[config.mk]
export PLATFORM = sky130hd
export DESIGN_NAME = prefix_operand_builder
export DESIGN_NICKNAME = d
export VERILOG_FILES = /design/src/rtl/bop_pkg.sv /design/src/rtl/bop_src_select.sv /design/src/rtl/bop_value_build.sv /design/src/rtl/bop_field_reg.sv /design/src/rtl/prefix_operand_builder.sv
export SDC_FILE = /design/constraint.sdc
export NUM_CORES = 1
export LEC_CHECK = 0
export CORE_ASPECT_RATIO = 1.4
export CORE_UTILIZATION = 36
export CTS_CLUSTER_SIZE = 16
export DETAILED_ROUTE_END_ITERATION = 7
export PLACE_DENSITY = 0.87
export RECOVER_POWER = 100
export SYNTH_ARGS = -nofsm -noshare
export SYNTH_HDL_FRONTEND = slang
export SYNTH_SLANG_ARGS = --single-unit
[constraint.sdc]
create_clock -name clk -period 0.85 [get_ports clk]
set_clock_uncertainty 0.05 [all_clocks]
set_input_delay 0.085 -clock clk [delete_from_list [all_inputs] [get_ports clk]]
set_output_delay 0.085 -clock clk [all_outputs]
set_load 0.02 [all_outputs]
[src/rtl/bop_pkg.sv]
package bop_pkg;
  localparam int unsigned WORD_W = 16;
  localparam int unsigned NIB_W  = 4;
  localparam int unsigned HI_W   = WORD_W - NIB_W;

  typedef enum logic [2:0] {
    SRC_REG   = 3'd0,
    SRC_IMM4  = 3'd1,
    SRC_SEXT4 = 3'd2,
    SRC_WORD  = 3'd3,
    SRC_IMM12 = 3'd4
  } bop_src_e;
endpackage

[src/rtl/bop_src_select.sv]
module bop_src_select
  import bop_pkg::*;
(
  input  logic     use_imm12,
  input  logic     use_word,
  input  logic     use_sext4,
  input  logic     use_imm4,
  output bop_src_e src
);
  // Fixed precedence: imm12, word, sext4, imm4, register.
  always_comb begin
    if (use_imm12)      src = SRC_IMM12;
    else if (use_word)  src = SRC_WORD;
    else if (use_sext4) src = SRC_SEXT4;
    else if (use_imm4)  src = SRC_IMM4;
    else                src = SRC_REG;
  end
endmodule

[src/rtl/bop_value_build.sv]
module bop_value_build
  import bop_pkg::*;
#(
  parameter int unsigned DW = WORD_W,
  parameter int unsigned LW = NIB_W,
  localparam int unsigned HW = DW - LW
) (
  input  bop_src_e          src,
  input  logic [DW-1:0]     instr,
  input  logic [DW-1:0]     breg,
  output logic [HW-1:0]     hi_next,
  output logic [LW-1:0]     lo_next
);
  logic          sgn;
  logic [LW-1:0] nib;
  logic [LW-1:0] nib_x2;

  assign nib    = instr[LW-1:0];
  assign sgn    = instr[LW-1];
  assign nib_x2 = {instr[LW-2:0], 1'b0};

  always_comb begin
    unique case (src)
      SRC_IMM12: begin
        hi_next = instr[HW-1:0];
        lo_next = '0;
      end
      SRC_WORD: begin
        hi_next = {HW{sgn}};
        lo_next = nib_x2;
      end
      SRC_SEXT4: begin
        hi_next = {HW{sgn}};
        lo_next = nib;
      end
      SRC_IMM4: begin
        hi_next = '0;
        lo_next = nib;
      end
      default: begin
        hi_next = breg[DW-1:LW];
        lo_next = breg[LW-1:0];
      end
    endcase
  end
endmodule

[src/rtl/bop_field_reg.sv]
module bop_field_reg #(
  parameter int unsigned W = 4
) (
  input  logic         clk,
  input  logic         rst_n,
  input  logic         ce,
  input  logic [W-1:0] d,
  output logic [W-1:0] q
);
  logic [W-1:0] q_nxt;

  always_comb begin
    q_nxt = q;
    if (ce) q_nxt = d;
  end

  always_ff @(posedge clk or negedge rst_n) begin
    if (!rst_n) q <= '0;
    else        q <= q_nxt;
  end
endmodule

[src/rtl/prefix_operand_builder.sv]
module prefix_operand_builder
  import bop_pkg::*;
#(
  parameter int unsigned DW = WORD_W,
  parameter int unsigned LW = NIB_W,
  parameter int unsigned SYNC_STAGES = 2
) (
  input  logic          clk,
  input  logic          arst_n,
  input  logic          pipe_ce,
  input  logic          ex_is_prefix,
  input  logic [DW-1:0] dc_instr,
  input  logic [DW-1:0] breg_data,
  input  logic          use_imm12,
  input  logic          use_word,
  input  logic          use_sext4,
  input  logic          use_imm4,
  output logic [DW-1:0] b_operand
);
  localparam int unsigned HW = DW - LW;

  // Reset: asserted asynchronously, released on a clock edge.
  logic [SYNC_STAGES-1:0] rst_pipe;
  logic                   srst_n;

  always_ff @(posedge clk or negedge arst_n) begin
    if (!arst_n) rst_pipe <= '0;
    else         rst_pipe <= {rst_pipe[SYNC_STAGES-2:0], 1'b1};
  end
  assign srst_n = rst_pipe[SYNC_STAGES-1];

  bop_src_e      src;
  logic [HW-1:0] hi_next, hi_q;
  logic [LW-1:0] lo_next, lo_q;
  logic          hi_ce, lo_ce;

  bop_src_select u_sel (
    .use_imm12 (use_imm12),
    .use_word  (use_word),
    .use_sext4 (use_sext4),
    .use_imm4  (use_imm4),
    .src       (src)
  );

  bop_value_build #(.DW(DW), .LW(LW)) u_build (
    .src     (src),
    .instr   (dc_instr),
    .breg    (breg_data),
    .hi_next (hi_next),
    .lo_next (lo_next)
  );

  // Low nibble advances on every pipeline step; upper part waits out a prefix.
  assign lo_ce = pipe_ce;
  assign hi_ce = pipe_ce & ~ex_is_prefix;

  bop_field_reg #(.W(LW)) u_lo (
    .clk (clk), .rst_n (srst_n), .ce (lo_ce), .d (lo_next), .q (lo_q)
  );

  bop_field_reg #(.W(HW)) u_hi (
    .clk (clk), .rst_n (srst_n), .ce (hi_ce), .d (hi_next), .q (hi_q)
  );

  assign b_operand = {hi_q, lo_q};

  assert_stall_holds_R2: assert property (@(posedge clk) disable iff (!srst_n)
    !pipe_ce |=> $stable(b_operand));

  assert_prefix_holds_hi_R8: assert property (@(posedge clk) disable iff (!srst_n)
    (pipe_ce && ex_is_prefix) |=> $stable(b_operand[DW-1:LW]));

  assert_reg_load_R3: assert property (@(posedge clk) disable iff (!srst_n)
    (pipe_ce && !ex_is_prefix && !use_imm12 && !use_word && !use_sext4 && !use_imm4)
    |=> (b_operand == $past(breg_data)));

  assert_imm12_place_R4: assert property (@(posedge clk) disable iff (!srst_n)
    (pipe_ce && !ex_is_prefix && use_imm12)
    |=> (b_operand == {$past(dc_instr[HW-1:0]), {LW{1'b0}}}));

  assert_sext_upper_R5: assert property (@(posedge clk) disable iff (!srst_n)
    (pipe_ce && !ex_is_prefix && !use_imm12 && !use_word && use_sext4)
    |=> (b_operand == {{HW{$past(dc_instr[LW-1])}}, $past(dc_instr[LW-1:0])}));
endmodule

# Word-level counts from Yosys, hierarchy flattened
# Index checks and enable logic that the tools add are counted.
# op_classes
n_reduce_logical	2
n_eq_ne	4
bitwise_logic	2
n_mux	6
# op_table
cell	count
12-bit one-hot mux with 3 select lines	1
4-bit one-hot mux with 3 select lines	1
3-bit 2-to-1 mux	3
3-bit by 2-bit == test with 1-bit output (second input constant)	2
2-bit OR reduction	2
3-bit by 1-bit == test with 1-bit output (second input constant)	1
3-bit == test (second input constant)	1
1-bit AND	1
1-bit 2-to-1 mux	1
1-bit NOT	1
# totals
output_inout_bits	16
inputBits	40
ff_bits	18

# Longest topological paths before layout
# Gate-level depths: netlist (run 1).
# logic_depth
depth_word	7
mapped_depth	5
depth_no_buf	3

# By module
# A second synthesis (run 1) with hierarchy kept.
# hier_totals
cells_unflattened	111
hier_area_um2	1243.7
# modules_own_cells
mod	area_per_inst_um2	cells_per_inst	instances
bop_value_build	513.0	68	1
bop_field_reg (u_hi)	484.2	25	1
bop_field_reg (u_lo)	145.1	8	1
prefix_operand_builder	67.6	4	1
bop_src_select	33.8	6	1

# Worst setup path after synthesis (run 1)
# No wires, ideal clock.
# synth_path
kind	input to register
start	input use_sext4
end	register u_hi.q[3]
path_buffers	0
setup_time_ps	69
path_slack_ps	-294
arrival_ps	1025
path_stages	3
path_cell_list	or3_4 or4b_1 nand3_1
# synth_between
elab_chain_len	6
# synth_rtl
item	line_no	source
start, declared	prefix_operand_builder.sv:16	input logic use_sext4,
3-bit 2-to-1 mux (*)	bop_src_select.sv:14	else if (use_sext4) src = SRC_SEXT4;
3-bit 2-to-1 mux (*)	bop_src_select.sv:13	else if (use_word) src = SRC_WORD;
3-bit 2-to-1 mux (*)	bop_src_select.sv:12	if (use_imm12) src = SRC_IMM12;
3-bit by 2-bit == test with 1-bit output	bop_value_build.sv:23	unique case (src)
2-bit OR reduction (no source line)	--	
12-bit one-hot mux with 3 select lines (*)	bop_value_build.sv:23	
end signal, assigned	bop_field_reg.sv:19	else q <= q_nxt;
end, declared	bop_field_reg.sv:8	output logic [W-1:0] q
# Every way passes the cells marked *; elsewhere a longest branch is shown, timed or not.
# A chain may end at the register's enable or synchronous reset.

# Worst setup path after layout (run 1)
# layout_path
start	input use_sext4
end	register u_hi.q[1]
# Same word-level chain as after synthesis.

==> flow_summary.ini, run 1 <==
[global_routing]
grt_first_pass_wirelength_mm = 5.65
antenna_found_initial = 0
grt_overflow = 0
grt_pass1_vias = 1192
use_met3 = 0.0462
met2_usage = 0.485
grt_max_degree = 13
grt_most_used_layer = met2
use_met1 = 0.348
grt.total_usage = 0.285

[timing]
rsz0062_at_grt = yes
clock.fmax_ghz = 0.943
finalCriticalPeriod_ns = 1.06
hold_violations = 0
tightest_slew_ns = 0.544
setup_viol = 32
hold_ws_ns = 0.0368
min_period_over_period = 1.25
slew_headroom = 0.633
tns_ns = -4.21
slew_violations = 0
setup_slack_ns = -0.210

[yosys]
synth_fa_ha_area_frac = 0
synth_cell_types = 22
synth_top_family_by_area = simple AND/OR/NAND/NOR gates
syn_inst = 101
netlist.top_cell.by_area = dfrtp_1
synthTopCellsByArea = dfrtp_1 49%, a311oi_1 10%, nor4_1 7.5%, nor2_1 5.7%, nand2_1 5.3%
synth_seq_cells = 18
synthesis.area_um2 = 922
synth_top_cell_area_share = 0.488
yosys.area_share.xor_xnor = 0
syn_avg_cell_area_um2 = 9.13
synth_warnings = 0
ys_seq_area_frac = 0.488
yosys.area_share.simple = 0.248
muxShareOfSynthArea = 0
synth-compound-area-share = 0.199
syn-num-nets = 141

[run_status]
status = finished, violations left
violations = negative setup slack

[setup_path]
endpoint = u_hi.q[1]
reg2reg_depth = 3
worstPathRequired_ns = 0.99
critPathKind = in -> reg
r2r_slack_ns = -0.11
crit_fanout = 6
critical_path_arrival_ns = 1.20
slowest_stage = or3_4
startpoint_type = primary input
r2r_start = u_hi.q[10]
cp-end-kind = register
slowest_delay_ns = 0.41
reg2reg_to = u_hi.q[10]
crit_start = use_sext4
crit_chain = buf_8 > or3_4 > a21o_2 > a311oi_1

[layout]
syn2layout_area_growth_pct = 112
n_antenna_cell = 0
multi_input_area_um2 = 629
regArea_um2 = 450
drive_gt1_frac = 0.438
most-common-layout-cells = 27 x clkdlybuf4s50_1, 20 x buf_6, 20 x buf_4, 18 x dfrtp_1, 13 x nand2_1
fillers = 129
final_common_cell = clkdlybuf4s50_1
fin_nets = 217

[route]
routed_wl_mm = 4.16
first_pass_iters = 4
viasPerCell = 5.81
drcViolationCount = 0
vias = 1221
drt-wirelength-per-cell_um = 19.8
drt_iter0_drc = 64
antenna_left = 0

[floorplan]
start_util = 0.381
core-area_um2 = 2420
row_count = 21
die-area_um2 = 2770
die_w_um = 44.8
pin_count = 56
die_h_um = 61.9

[hold_path]
hp-class = reg -> async

[power]
power.leakage_nw = 0.805
ir_drop_v = 0.00110
p_per_area_nw_per_um2 = 1380

[placed_design]
gp_congestion = 0.833
port_buffers = 51
dp_hpwl_mm = 2.24

[clocking]
cts_tree = built
cts_max_path_buffers = 2
path_clk_slew_ns = 0.11
htreeDepth = 1
clock_latency_ns = 0.29
clock_sinks = 18
cts-root-buf = clkbuf_4
numCtsBuffers = 3

[flow_run]
max_cap_viol_count = 0
[critical path: cells and delay by family]
| kind | cells | cell delay [ns] |
|---|---|---|
| AOI/OAI and AO/OA | 2 | 0.60 |
| buffers and inverters | 1 | 0.10 |
| and+or+nand+nor | 1 | 0.41 |
[cells in the mapped netlist]
cell type,instances
dfrtp_1,18
nor2_1,14
nand2_1,13
a311oi_1,11
nor4_1,11
clkbuf_1,5
inv_1,5
o22ai_1,4
o221ai_1,3
buf_2,2
nand2b_1,2
nor2b_1,2
o21bai_1,2
a21o_1,1
buf_4,1
conb_1,1
nand3_1,1
o21ai_0,1
o311ai_0,1
or3_4,1
or4_1,1
or4b_1,1
[cells by family (layout without fill, tap and decap cells)]
family | count (synthesis) | in the layout
AOI/OAI and AO/OA | 23 | 24
buffers and inverters | 13 | 87
DFF | 18 | 18
other | 1 | 1
and+or+nand+nor | 46 | 46
[area by class of cell]
type                       count  area share
clock buffer                   4      0.0186
inverter                       5     0.00962
multi-input combinational     71       0.322
sequential                    18       0.231
tap                           34      0.0218
timing repair buffer          78       0.397
[where the power goes]
group          internal [W]  total [W]  switching, W  leakage (nW)
registers          0.000964    0.00105     0.0000903         0.212
clock network      0.000261   0.000541      0.000280        0.0210
logic              0.000597    0.00111      0.000511         0.572
[worst min-delay path by stage]
stage / start / slack (ns) / end
2_1_floorplan: arst_n / -0.26 / rst_pipe[0]
3_3_place_gp: rst_pipe[1] / 0.05 / u_lo.q[2]
3_5_place_dp: rst_pipe[1] / 0.06 / u_lo.q[2]
4_1_cts: rst_pipe[1] / 0.07 / u_lo.q[3]
5_1_grt: rst_pipe[1] / 0.06 / u_lo.q[3]
6_report: rst_pipe[1] / 0.04 / u_lo.q[3]
[through the flow]
stage / total power, W / cell area [um^2] / setup slack (ns) / util / std cells
after floorplan: 0.00137 / 926 / -0.294 / - / 101
after CTS: 0.00259 / 1870 / -0.163 / 0.772 / 207
final: 0.00270 / 1950 / -0.210 / 0.807 / 210
after global routing: 0.00281 / 1950 / -0.268 / 0.807 / 210
after global placement: 0.00185 / 1580 / -0.761 / 0.654 / 193
after detailed placement: 0.00188 / 1580 / -0.847 / 0.654 / 193
[metal layers]
metal  up-vias  share of wire
met5         -              0
met4         0          0.029
met3        12          0.071
met2        71           0.50
met1       610           0.40
li1        528              -
[state kept, by name, indices dropped and copies added, names as in the netlist]
name	count
u_hi.q	12
u_lo.q	4
rst_pipe	2
[repair_timing]
action                                 in CTS  in global routing
setup endpoints to repair                  32                 32
hold buffers                                1                  0
gates resized for setup                   140                 16
buffers inserted                            7                  3
pin swaps                                   8                  4
endpoints found under the hold margin       2                  0
gates cloned                                2                  0
No activity file was read; power rests on OpenSTA's default activity.
==> inputs of run 2 (changes only) <==
--- a/config.mk
+++ b/config.mk
@@ -6,11 +6,14 @@
 export NUM_CORES = 1
 export LEC_CHECK = 0
 export CORE_ASPECT_RATIO = 1.4
-export CORE_UTILIZATION = 36
+export CORE_UTILIZATION = 50
+export CTS_CLUSTER_DIAMETER = 30
 export CTS_CLUSTER_SIZE = 16
 export DETAILED_ROUTE_END_ITERATION = 7
-export PLACE_DENSITY = 0.87
+export DONT_BUFFER_PORTS = 1
+export PLACE_DENSITY = 0.74
 export RECOVER_POWER = 100
 export SYNTH_ARGS = -nofsm -noshare
 export SYNTH_HDL_FRONTEND = slang
 export SYNTH_SLANG_ARGS = --single-unit
+export TNS_END_PERCENT = 100
==> run 2 against run 1 <==
  * The run ends with negative hold slack, negative setup slack left
  * Highest routed layer unchanged
  * Via count fell by 11%
  * Final area fell by 21%
  * Largest power group is now registers
  * Sequential power barely moved
  * Critical path depth fell by 3
  * Wire length fell by 16%
  * Cell count fell by 22%
  * First-iteration DRC count fell by 55%
  * Worst hold slack got worse by 0.13 ns
  * Total power fell by 15%
  * Register-to-register slack barely moved
==> flow_summary.ini, run 2 (synthesized netlist as in run 1, its figures left out) <==
[layout]
fin_nets = 185
largest_reg_flops = 12
final_common_cell = dfrtp_1
drive_gt1_frac = 0.364
finish.utilization = 0.874
n_antenna_cell = 0
syn2layout_area_growth_pct = 66.5
top_regs = u_hi.q x12, u_lo.q x4, rst_pipe x2
fillers = 85
most-common-layout-cells = 18 x dfrtp_1, 16 x dlygate4sd3_1, 16 x buf_6, 13 x nand2_1, 13 x nor2_1
top_register = u_hi.q

[power]
pwr-share-clk = 0.185
internal_power_w = 0.00157
power.switching_w = 0.000742
p_per_area_nw_per_um2 = 1500
power.leakage_nw = 0.614
pwr-share-comb = 0.361
sw_frac_of_total = 0.321
total_power_w = 0.00231
ir_drop_v = 0.00113
seqPwrFrac = 0.454

[timing]
clock.fmax_ghz = 1.00
hold_ws_ns = -0.0901
setup_slack_ns = -0.147
slew_violations = 0
finalCriticalPeriod_ns = 0.997
setup_viol = 27
min_period_over_period = 1.17
rsz0062_at_grt = yes
hold_violations = 5

[floorplan]
start_util = 0.525
row_count = 18
die_w_um = 38.3
pin_count = 56
core-area_um2 = 1760
die-area_um2 = 2020
die_h_um = 52.8

[setup_path]
crit_fanout = 2
crit_family = flip-flops
path_buf_inv = 1
startpoint_type = register
cp-end-kind = output pin
critical_path_arrival_ns = 0.86
crit_chain = buf_6
slowest_stage = dfrtp_1
worstPathRequired_ns = 0.71
reg2reg_to = u_hi.q[1]
slowest_delay_ns = 0.42
critPathKind = reg -> out
reg2reg_depth = 3
r2r_start = u_hi.q[1]
r2r_slack_ns = -0.10

[clocking]
cts_tree = built
cts-root-buf = clkbuf_4
cts_hold_buf = 17
clock_sinks = 18
htreeDepth = 1
cts_max_path_buffers = 2
clock_latency_ns = 0.29
numCtsBuffers = 3
path_clk_slew_ns = 0.10

[hold_path]
min_delay_path_depth = 2
hold_start = use_imm12
whs_endpoint = u_hi.q[0]
hp-class = in -> reg

[placed_design]
dp_hpwl_mm = 1.73
port_buffers = 0
dp_slack_ns = -0.364
gp_congestion = 0.733

[global_routing]
grt_max_degree = 17
grt_pass1_vias = 1016
antenna_found_initial = 0
grt.total_usage = 0.333
grt_first_pass_wirelength_mm = 4.60
grt_overflow = 0

[flow_run]
max_cap_viol_count = 0

[route]
drcViolationCount = 0
drt_iter0_drc = 29
first_pass_iters = 5
drt-wirelength-per-cell_um = 21.3
vias = 1081
viasPerCell = 6.63
antenna_left = 0
routed_wl_mm = 3.48

[run_status]
status = finished, violations left
violations = negative hold slack, negative setup slack
run 2: cell count changes in the layout (fill, tap and decap cells not counted), moves of 3 or more:
cell and delta:
nor4_1 +3, dlygate4sd2_1 -3, dlygate4sd3_1 +14, buf_6 -4, buf_4 -9, nor4_4 -4
clkdlybuf4s50_1 -27
run 2: layer usage:
metal	GRT usage	wire length [um]	vias up	part of all wire
met2	0.610	1880	75	0.54
met4	0.149	181	0	0.052
li1	-	-	461	-
met3	0.0723	269	18	0.077
met1	0.342	1150	527	0.33
met5	0	0	-	0
run 2: worst max-delay path by stage:
stage               startpoint             to  slack [ns]  depth (start not counted)
finish               u_hi.q[9]  b_operand[13]       -0.15                          1
global route         u_hi.q[3]   b_operand[7]       -0.18                          1
CTS                  u_lo.q[0]   b_operand[0]       -0.13                          1
detailed placement   use_sext4      u_hi.q[0]       -0.36                          3
global placement     use_sext4      u_hi.q[9]       -0.33                          4
floorplan            use_sext4      u_hi.q[3]       -0.29                          3
run 2: cell type report:
type | count | area (um^2) | area share
repair buffers | 47 | 468 | 0.305
well taps | 20 | 25.0 | 0.0163
flip-flops and latches | 18 | 450 | 0.293
multi-input cells | 70 | 551 | 0.359
clock buffers | 3 | 22.5 | 0.0147
inverters | 5 | 18.8 | 0.0122
run 2: repair_timing:
action	4_1_cts	5_1_grt
setup endpoints to repair	28	26
gates resized for setup	27	16
setup buffers	5	2
hold endpoints to repair	18	4
pin swaps	0	0
run 2: per-stage QoR:
| step | instances | area [um^2] | TNS, ns |
|---|---|---|---|
| 2_1_floorplan | 101 | 926 | -3.67 |
| 3_3_place_gp | 136 | 1090 | -4.34 |
| 3_5_place_dp | 136 | 1090 | -4.64 |
| 4_1_cts | 161 | 1440 | -1.83 |
| 5_1_grt | 163 | 1540 | -3.30 |
| 6_report | 163 | 1540 | -2.41 |
run 2: power by group through the flow:
stage	sequential, W	combinational, W	clock, W
global placement	0.00104	0.000529	0
finish	0.00105	0.000834	0.000427
floorplan	0.00117	0.000192	0
global route	0.00106	0.000877	0.000481
detailed placement	0.00104	0.000542	0
CTS	0.00104	0.000731	0.000409
==> inputs of run 3 (changes only) <==
--- a/config.mk
+++ b/config.mk
@@ -8,11 +8,12 @@
 export CORE_ASPECT_RATIO = 1.4
 export CORE_UTILIZATION = 50
 export CTS_CLUSTER_DIAMETER = 30
-export CTS_CLUSTER_SIZE = 16
+export CTS_CLUSTER_SIZE = 12
 export DETAILED_ROUTE_END_ITERATION = 7
 export DONT_BUFFER_PORTS = 1
 export PLACE_DENSITY = 0.74
 export RECOVER_POWER = 100
+export SKIP_CTS_REPAIR_TIMING = 1
 export SYNTH_ARGS = -nofsm -noshare
 export SYNTH_HDL_FRONTEND = slang
 export SYNTH_SLANG_ARGS = --single-unit
==> run 3 against run 2 <==
  * The flow still finishes with violations (negative hold slack, negative setup slack)
  * Global-route usage shrank 9.0 points
  * Via count shrank 1.1%
  * Clock power down 5.2%
  * Largest cell class unchanged
==> flow_summary.ini, run 3 (synthesized netlist as in run 1, its figures left out) <==
[setup_path]
critPathKind = reg -> out
worstPathRequired_ns = 0.71
critical_path_arrival_ns = 0.86
path_buf_inv = 1
cp-end-kind = output pin
crit_fanout = 2
crit_cells = 1
reg2reg_depth = 3
slowest_delay_ns = 0.43
slowest_stage = dfrtp_1
startpoint_type = register
crit_family = flip-flops
crit_chain = buf_6

[timing]
slew_violations = 0
tightest_slew_ns = 0.502
clock.fmax_ghz = 1.01
hold_ws_ns = -0.0739
min_period_over_period = 1.17
setup_slack_ns = -0.145
rsz0062_at_grt = yes
finalCriticalPeriod_ns = 0.995
hold_violations = 7
slew_headroom = 0.662
setup_viol = 29

[layout]
fillers = 78
multi_input_area_um2 = 602
most-common-layout-cells = 18 x dfrtp_1, 16 x dlygate4sd3_1, 16 x buf_6, 13 x nand2_1
syn2layout_area_growth_pct = 69.3
stdcell_count = 162
top_register = u_hi.q
n_antenna_cell = 0
regArea_um2 = 450
drive_gt1_frac = 0.401
top_regs = u_hi.q x12, u_lo.q x4, rst_pipe x2
fin_nets = 184
largest_reg_flops = 12
final_common_cell = dfrtp_1

[global_routing]
grt_pass1_vias = 833
antenna_found_initial = 0
grt_first_pass_wirelength_mm = 3.40
grt.total_usage = 0.243
grt_max_degree = 17
grt_overflow = 0

[clocking]
cts_tree = built
htreeDepth = 1
cts-root-buf = clkbuf_4
path_clk_slew_ns = 0.10
clock_sinks = 18
clock_latency_ns = 0.28
numCtsBuffers = 3
cts_max_path_buffers = 2

[power]
pwr-share-clk = 0.176
pwr-share-comb = 0.367
power.switching_w = 0.000743
p_per_area_nw_per_um2 = 1480
sw_frac_of_total = 0.323
ir_drop_v = 0.00131
internal_power_w = 0.00156
power.leakage_nw = 0.608
seqPwrFrac = 0.458

[placed_design]
post-place-cells = 136
dp_hpwl_mm = 1.73
gp_congestion = 0.733
port_buffers = 0

[floorplan]
start_util = 0.525
row_count = 18
die-area_um2 = 2020
die_w_um = 38.3
die_h_um = 52.8
core-area_um2 = 1760
pin_count = 56

[route]
viasPerCell = 6.60
first_pass_iters = 4
drt_iter0_drc = 35
drcViolationCount = 0
routed_wl_mm = 3.67
drt-wirelength-per-cell_um = 22.7
antenna_left = 0
vias = 1069

[flow_run]
max_cap_viol_count = 0

[run_status]
violations = negative hold slack, negative setup slack
status = finished, violations left

[hold_path]
hp-class = in -> reg
min_delay_path_depth = 2
[run 3: worst paths after layout]
check / start / endpoint / slack, ns
max: u_hi.q[9] / b_operand[13] / -0.14
min: ex_is_prefix / u_hi.q[3] / -0.07
min in group asynchronous: rst_pipe[1] / u_hi.q[11] / 0.20
max reg2reg: u_hi.q[9] / u_hi.q[9] / -0.11
min reg2reg: rst_pipe[1] / u_hi.q[11] / 0.20
max in group asynchronous: arst_n / rst_pipe[1] / 0.06
[run 3: routing by layer]
metal  wire length (um)  share of wire  track usage  vias to the layer above
li1                   -              -            -                      462
met1               1250           0.34        0.249                      512
met2               1960           0.53        0.427                       85
met3                399           0.11       0.0851                       10
met4                 62          0.017        0.101                        0
met5                  0              0            0                        -
[run 3: final cells by class]
cell class              count  share of cell area
multi-input cells          71               0.385
flip-flops and latches     18               0.288
repair buffers             45               0.284
well taps                  20              0.0160
clock buffers               3              0.0144
inverters                   5              0.0120
[run 3: power by group through the flow]
stage / Combinational (W) / Sequential [W] / Clock (W)
3_3_place_gp: 0.000529 / 0.00104 / 0
5_1_grt: 0.000889 / 0.00106 / 0.000453
4_1_cts: 0.000541 / 0.00102 / 0.000409
3_5_place_dp: 0.000542 / 0.00104 / 0
6_report: 0.000845 / 0.00105 / 0.000405
2_1_floorplan: 0.000192 / 0.00117 / 0
[run 3: stage by stage]
stage	instance area [um^2]	TNS (ns)	setup slack, ns	power (W)	util
6_report	1560	-2.64	-0.145	0.00230	0.889
2_1_floorplan	926	-3.67	-0.294	0.00137	-
5_1_grt	1560	-3.31	-0.162	0.00240	0.889
4_1_cts	1110	-2.41	-0.141	0.00197	0.632
3_5_place_dp	1090	-4.64	-0.364	0.00158	0.619
3_3_place_gp	1090	-4.34	-0.334	0.00156	0.619
